**config.mk**
```make
export PLATFORM = sky130hd
export DESIGN_NAME = hw_thread_picker
export DESIGN_NICKNAME = d
export VERILOG_FILES = /design/src/rtl/thr_pkg.sv /design/src/rtl/thr_rr_pick.sv /design/src/rtl/thr_mode_reg.sv /design/src/rtl/hw_thread_picker.sv
export SDC_FILE = /design/constraint.sdc
export NUM_CORES = 1
export LEC_CHECK = 0
export CORE_AREA = 2 2 39 41
export DETAILED_ROUTE_END_ITERATION = 12
export DIE_AREA = 0 0 41 43
export DONT_BUFFER_PORTS = 1
export MAX_ROUTING_LAYER = met4
export PLACE_DENSITY = 0.68
export SLEW_MARGIN = 25
export SYNTH_ARGS = -nofsm -noshare
export SYNTH_HDL_FRONTEND = slang
export SYNTH_SLANG_ARGS = --single-unit
```
**constraint.sdc**
```tcl
create_clock -name clk -period 1.8 [get_ports clk]
set_input_delay 0.36 -clock clk [delete_from_list [all_inputs] [get_ports clk]]
set_output_delay 0.36 -clock clk [all_outputs]
set_load 0.005 [all_outputs]
```
**src/rtl/thr_pkg.sv**
```systemverilog
package thr_pkg;
  localparam int MAXT = 8;

  typedef struct packed {
    logic       hit;
    logic [2:0] idx;
  } pick_t;

  // Search threads after 'last' in ascending order, wrapping at n.
  function automatic pick_t rr_next(input logic [MAXT-1:0] mask,
                                    input logic [2:0] last, input int n);
    pick_t r;
    r.hit = 1'b0;
    r.idx = last;
    for (int off = 1; off <= MAXT; off++) begin
      if (off <= n && !r.hit) begin
        logic [2:0] c;
        c = 3'((int'(last) + off) % n);
        if (mask[c]) begin
          r.hit = 1'b1;
          r.idx = c;
        end
      end
    end
    return r;
  endfunction
endpackage

```
**src/rtl/thr_rr_pick.sv**
```systemverilog
module thr_rr_pick #(
  parameter int NUM_THR = 4,
  localparam int TID_W = $clog2(NUM_THR)
) (
  input  logic [NUM_THR-1:0] cand,
  input  logic [TID_W-1:0]   last,
  output logic               hit,
  output logic [TID_W-1:0]   idx
);
  import thr_pkg::*;
  pick_t p;
  always_comb begin
    p   = rr_next(MAXT'(cand), 3'(last), NUM_THR);
    hit = p.hit;
    idx = p.idx[TID_W-1:0];
  end
endmodule

```
**src/rtl/thr_mode_reg.sv**
```systemverilog
module thr_mode_reg (
  input  logic clk,
  input  logic rst_n,
  input  logic switch_pt,
  input  logic mode_req,
  output logic act_coarse
);
  always_ff @(posedge clk) begin
    if (!rst_n)         act_coarse <= 1'b0;
    else if (switch_pt) act_coarse <= mode_req;
  end
endmodule

```
**src/rtl/hw_thread_picker.sv**
```systemverilog
module hw_thread_picker #(
  parameter int NUM_THR = 4,
  localparam int TID_W = $clog2(NUM_THR),
  localparam int PAD_W = 1 << TID_W
) (
  input  logic               clk,
  input  logic               rst_n,
  input  logic [NUM_THR-1:0] thr_ready,
  input  logic               stall_vld,
  input  logic               stall_long,
  input  logic               mode_coarse,
  output logic [TID_W-1:0]   sel_tid,
  output logic               sel_valid,
  output logic               flush_pulse
);
  logic               act_coarse;
  logic               long_stall;
  logic               excl_cur;
  logic               switch_pt;
  logic               coarse_switch;
  logic [NUM_THR-1:0] cur_bit;
  logic [NUM_THR-1:0] cand;
  logic [PAD_W-1:0]   ready_pad;
  logic               pick_hit;
  logic [TID_W-1:0]   pick_idx;
  logic [TID_W-1:0]   tid_d;
  logic               valid_d;

  assign long_stall = stall_vld & stall_long;
  assign excl_cur   = act_coarse ? long_stall : stall_vld;
  assign switch_pt  = !act_coarse || long_stall;
  assign cur_bit    = {{(NUM_THR-1){1'b0}}, 1'b1} << sel_tid;
  assign cand       = thr_ready & ~(excl_cur ? cur_bit : '0);
  assign ready_pad  = PAD_W'(thr_ready);

  thr_rr_pick #(.NUM_THR(NUM_THR)) u_pick (
    .cand(cand), .last(sel_tid), .hit(pick_hit), .idx(pick_idx)
  );

  thr_mode_reg u_mode (
    .clk(clk), .rst_n(rst_n), .switch_pt(switch_pt),
    .mode_req(mode_coarse), .act_coarse(act_coarse)
  );

  assign coarse_switch = act_coarse && long_stall && pick_hit;

  always_comb begin
    tid_d   = sel_tid;
    valid_d = 1'b0;
    if (!act_coarse || long_stall) begin
      if (pick_hit) begin
        tid_d   = pick_idx;
        valid_d = 1'b1;
      end
    end else begin
      valid_d = ready_pad[sel_tid] && !stall_vld;
    end
  end

  always_ff @(posedge clk) begin
    if (!rst_n) begin
      sel_tid     <= '0;
      sel_valid   <= 1'b0;
      flush_pulse <= 1'b0;
    end else begin
      sel_tid     <= tid_d;
      sel_valid   <= valid_d;
      flush_pulse <= coarse_switch;
    end
  end
endmodule

```
# ---- Word level (Yosys, flattened, before mapping)
# Cells that the tools add are included.
dict set report classes {
  add_sub_neg 4
  mul 0
  div 0
  n_lt_le_gt_ge 5
  n_eq_ne 0
  n_shift 1
  n_mux 21
  bitwise 7
  reduce_logical 11
}
# operator n
set ops {}
lappend ops {{$mux W4} 8}
lappend ops {{$lt A3 B4 Y1 const B} 4}
lappend ops {{$bmux W1 S3} 4}
lappend ops {{$mux W1} 8}
lappend ops {{$reduce_or A2 Y1} 4}
lappend ops {{$add A2 B1 Y2 const B} 2}
lappend ops {{$add A2 B2 Y2 const B} 2}
lappend ops {{$and A1 B1 Y1 const A} 4}
lappend ops {{$and A4 B4 Y4} 1}
lappend ops {{$not A4 Y4} 1}
lappend ops {{$shl A1 B2 Y4 const A} 1}
lappend ops {{$logic_and A1 B1 Y1} 3}
lappend ops {{$lt A2 B3 Y1 const B} 1}
lappend ops {{$bmux W1 S2} 1}
lappend ops {{$logic_not A1 Y1} 2}
lappend ops {{$reduce_and A2 Y1} 1}
lappend ops {{$and A1 B1 Y1} 1}
lappend ops {{$logic_or A1 B1 Y1} 1}
dict set report word_totals {
  register_bits 5
  latch_bits 0
  ram_bits 0
  romBits 0
  inputBits 9
  output_inout_bits 4
  wordCells 53
  memories 0
}

# ---- Logic depth before layout (Yosys ltp)
dict set report logic_depth {
  depth_word 16
  ltp_mapped 9
  ltp_nobuf 8
}

# ---- By module
# A second synthesis with hierarchy kept.
dict set report hier_totals {
  hier_cells 40
  area_unflattened_um2 339.1
}
# module instances cells_each area_per_inst_um2 seq_area_each_um2
set by_module_without_submodules {}
lappend by_module_without_submodules {hw_thread_picker 1 26 231.5 80.1}
lappend by_module_without_submodules {thr_rr_pick 1 11 71.3 0.0}
lappend by_module_without_submodules {thr_mode_reg 1 3 36.3 20.0}

# ---- Worst setup path before layout
# No wires, ideal clock.
dict set report synth_timing {
  path_kind {register to register}
  start {register sel_tid[0]}
  end {register sel_tid[1]}
  setup_ps 127
  arrival_time_ps 1831
  required_time_ps 1673
  setup_slack_ps -158
  stages_incl_launch_ff 10
  path_buffers 1
  synth_period_minus_slack_ps 1958
  path_cell_list {dfxtp_1 -> buf_12 -> bufinv_8 -> ha_1 -> nand2_1 -> o21ai_4 -> nor3b_2 -> a2111oi_2 -> o221a_1 -> a211oi_2}
}
dict set report synth_via {
  elab_chain_cells 13
  elab_cells_between_ends 32
  classes_between {add/sub (4); shift (1); mux (16); bitwise (6); reduce/logical (5)}
}
# element line
set synth_rtl {}
lappend synth_rtl {{start: declaration} hw_thread_picker.sv:12} ;# output logic [TID_W-1:0] sel_tid,
lappend synth_rtl {{start signal: assignment} hw_thread_picker.sv:66} ;# sel_tid <= tid_d;
lappend synth_rtl {{parallel branches: the longest is 12 deep, another holds $add A2 B1 Y2} -}
lappend synth_rtl {{$mux W4 *} thr_pkg.sv:16} ;# if (off <= n && !r.hit) begin
# Mark *: on every way between the ends. The select of a mux whose other input is x is not followed.
# A chain may end at the register's enable or synchronous reset.

# ---- Final worst setup path
# Ends and elaborated chain as after synthesis.

==> impl_summary.md <==
Yosys
After synthesis the netlist holds a flip-flop and latch count of 5. The share of cell area taken by muxes after synthesis is 8.434%. The complex-gate fraction of the synthesized area is 36.14%.

After Yosys synthesis, XOR and XNOR cells account for 0% of the synthesized area. By area, the combinational part of the netlist is dominated by compound AO/OA/AOI/OAI gates. For this run, the number of Yosys warnings is 0. The fraction of the yosys area taken by sequential cells is 16.06%. The post-synthesis adder-cell area fraction is 8.032%. The post-synthesis cell area is 623.1 um^2.

The average instance area after synthesis is 9.441 um^2. The net count after synthesis is 79. The post-synthesis instance total is 66. The netlist uses 35 different library cells.

Of the total synthesized cell area, the portion taken by AND, OR, NAND and NOR gates is 20.48%.

Run
The number of max-capacitance violations reported is 0.

Worst setup path
By instance count, the cell type seen most on the critical path is nand2_2. The biggest fanout along the worst timing path is 5. The signal on the critical path passes through ha_4 -> nand2_2 -> o21ai_4 -> nand2_2 -> a2111oi_4 -> o221a_1 -> a211oi_2.

STA classifies the critical path endpoint as a flip-flop. The slowest stage of the critical path is the dfxtp_4 cell. The peak per-stage delay on the critical path is 0.41 ns. The type of the worst setup path is reg2reg. The top cell family by delay on the critical path is compound AO/OA/AOI/OAI gates.

The kind of start point of the critical path is a flip-flop. Counting both buffers and inverters, the worst setup path holds a total of 0. The data required time at the worst endpoint is 1.91 ns. The critical path data arrival time is 1.87 ns.

STA
The number of slew-limit violations in the final report came to 0. The number of failing hold endpoints at the final stage is 0. The timing-limited maximum frequency is roughly 570 MHz. In this run the tightest slew margin relative to its limit is 82.07%. The number of failing setup endpoints in the final timing report is 0.

The clock skew is approximately 0.0033 ns. The shortest period the worst path allows is about 1.8 ns. The final setup slack of the worst path is 0.04464 ns. At the pin with the least slew margin, the transition time is between 0.2 and 0.3 ns. The share of the clock period used by the worst path after layout is a little over nine tenths.

Floorplan
In this run the vertical extent of the chip is 43 um. The site row count is 14. The core footprint is about 0.0014 mm^2. The width of the chip is 41 um. The floorplan step defined a die boundary enclosing around 0.0018 mm^2. The initial cell density of the core is 45.03%.

During I/O placement, the number of pins put on the boundary was 13.

Power
Cell internal power was estimated by the tool at approximately 550 uW. The sequential group share of total power is 20.6%. In this run, the clock network consumes 13.0% of the power.

The reported net switching power is 428.0 uW. The power density over cell area is between 1000 and 1500 mW/mm^2. The worst-case IR drop observed on VDD is around 590 uV. Combinational logic burns between 60% and 70% of the power. The static leakage is 0.0002803 uW. The switching part of the total power is roughly 44%.

GRT
The total global routing track utilization is 16.86%. The total overflow left after global routing is 0. The first global-routing pass estimated 2042 um of wire. The via count of the first global-routing pass is 505.

Entering global routing, the biggest net connects 9 pins. The number of antenna violations at the first check in global routing is 0.

Placement
The placed cell area is 636.9 um^2. Detailed placement finished with a half-perimeter wire length of ~1100 um. At the placement stage, the worst setup path has a slack of 0.04400 ns. The number of I/O port buffers is 0. Routability-driven placement finished with a final weighted congestion of between 0.9 and 1.

Drt
The number of iterations in the first detailed-routing pass is 4. The routed via count divided by cell count is 5.943. The detailed router's first-iteration violation count is 14. The number of routed nets with antenna violations is 0. The final routed wirelength across all metal layers is 1475 um.

The routed via count is between 500 and 600. The post-route DRC violation count is 0. The detailed-route wire length per cell is 16.76 um.

Run status
The flow ran to the end, and the final reports show no timing, DRC or antenna violations.

Layout
Compared with the post-synthesis result, the final layout area differs by 22.29%. Summing all non-filler instances in the final layout gives an area of 762.0 um^2. The share of cells above drive strength 1 is about 49%. The most common library cell in the layout ignoring fill and taps is nand2_1. The library cells used most frequently in the layout, excluding fill and tap cells, are nand2_1 (7), nor2_1 (5), buf_4 (4). Cells fill 55.06% of the core in the end. The repair_antennas step left the layout with diodes totalling 0. The total number of nets in the final design is 86.

Clock tree
The clock latency on the worst-skew pair is 0.24 ns. Counting every sink on the clock net gives 5. CTS built an H-tree with a depth of 1. The total CTS buffers is 3. The worst-case clock buffer depth is 2.

Clock-pin slew was measured on the worst setup and hold paths at 0.04 ns. The tree is rooted in a clkbuf_4. The CTS tree is yes. For this design, the CTS-stage hold fixing added 0 buffers.

Min path
The type of the tightest min-delay check is in2reg.
[final timing paths]
path / startpoint / end / slack (ns) / cells past startpoint
hold / removal: rst_n / u_mode.act_coarse$_SDFFE_PN0N_ / 0.25 / 1
setup reg to reg: sel_tid[0]$_SDFFE_PN0P_ / sel_tid[1]$_SDFFE_PN0P_ / 0.04 / 7
hold reg to reg: u_mode.act_coarse$_SDFFE_PN0N_ / flush_pulse$_SDFF_PN0_ / 0.49 / 2
setup / recovery: sel_tid[0]$_SDFFE_PN0P_ / sel_tid[1]$_SDFFE_PN0P_ / 0.04 / 7
[power groups by stage]
stage	sequential [uW]	clock [uW]	combinational (uW)
2_1_floorplan	170	0	460
3_3_place_gp	186	0	513
3_5_place_dp	187	0	515
4_1_cts	186	132	518
5_1_grt	207	143	704
6_report	202	127	650
[repair_timing]
item | CTS | global route
buffers inserted | 0 | 1
resized for setup | 0 | 15
endpoints found under the setup margin | 0 | 2
[logic make-up after synthesis]
group,after synthesis
simple gates,24
compound gates,23
buf+inv,6
flops,5
mux,4
fa+ha+maj,4
[flip-flops by register name, indices dropped and copies added (netlist names)]
name               cells
sel_tid                2
sel_valid              1
flush_pulse            1
u_mode.act_coarse      1
[area by class of cell]
cell class	count	area, um^2
fill	123	621.8
timing repair buffer	5	50.05
sequential	5	107.6
clock buffer	4	26.28
inverter	3	21.27
tap	16	20.02
multi-input combinational	55	536.8
[synthesized netlist by cell type]
cell / number / area (um^2)
o221a_1: 1 / 11.26
o2111ai_1: 1 / 8.760
a21o_1: 1 / 7.510
o21ai_1: 2 / 10.01
o211ai_2: 2 / 25.02
dfxtp_1: 5 / 100.1
o21a_4: 1 / 15.01
nor2_1: 5 / 18.77
inv_1: 2 / 7.510
o31ai_1: 1 / 7.510
o21ai_4: 2 / 32.53
o21ai_0: 1 / 5.000
mux2i_1: 3 / 30.03
and2_2: 1 / 7.510
a2111oi_2: 1 / 15.01
a211oi_2: 1 / 12.51
nor3_2: 1 / 10.01
buf_6: 2 / 22.52
nand2_1: 11 / 41.29
a32oi_1: 2 / 17.52
nor3_1: 2 / 10.01
nand3_1: 1 / 5.000
o21ai_2: 1 / 8.760
nor3b_2: 1 / 12.51
a21oi_1: 1 / 5.000
mux4_2: 1 / 22.52
buf_12: 1 / 20.02
o21a_1: 2 / 15.01
nand4b_1: 1 / 8.760
a211o_1: 1 / 8.760
a41o_2: 1 / 11.26
ha_1: 4 / 50.05
bufinv_8: 1 / 17.52
nor2b_4: 1 / 13.76
a311oi_1: 1 / 8.760
[worst register-to-register path, cell delays in order, from the launching register on]
cell and delay, ns:
dfxtp_4 0.41, ha_4 0.15, nand2_2 0.08, o21ai_4 0.27, nand2_2 0.13, a2111oi_4 0.30, o221a_1 0.25, a211oi_2 0.05
[stage by stage]
step,cells,total power [uW],TNS [ns],hold slack (ns)
2_1_floorplan,66,629.4,0,0.4562
3_3_place_gp,83,699.1,0,0.4791
3_5_place_dp,83,702.7,0,0.4896
4_1_cts,87,835.5,0,0.2405
5_1_grt,88,1053,-0.03885,0.2402
6_report,88,978.8,0,0.2490
[per-layer routing]
| layer | vias up | part of all wire [%] | GRT usage (%) |
|---|---|---|---|
| met5 | - | 0 | - |
| met4 | 0 | 0 | 0 |
| met2 | 17 | 47 | 27.50 |
| met1 | 243 | 47 | 21.15 |
| met3 | 0 | 5.8 | 5.236 |
| li1 | 263 | - | - |
Power figures use the tool's default switching activity.
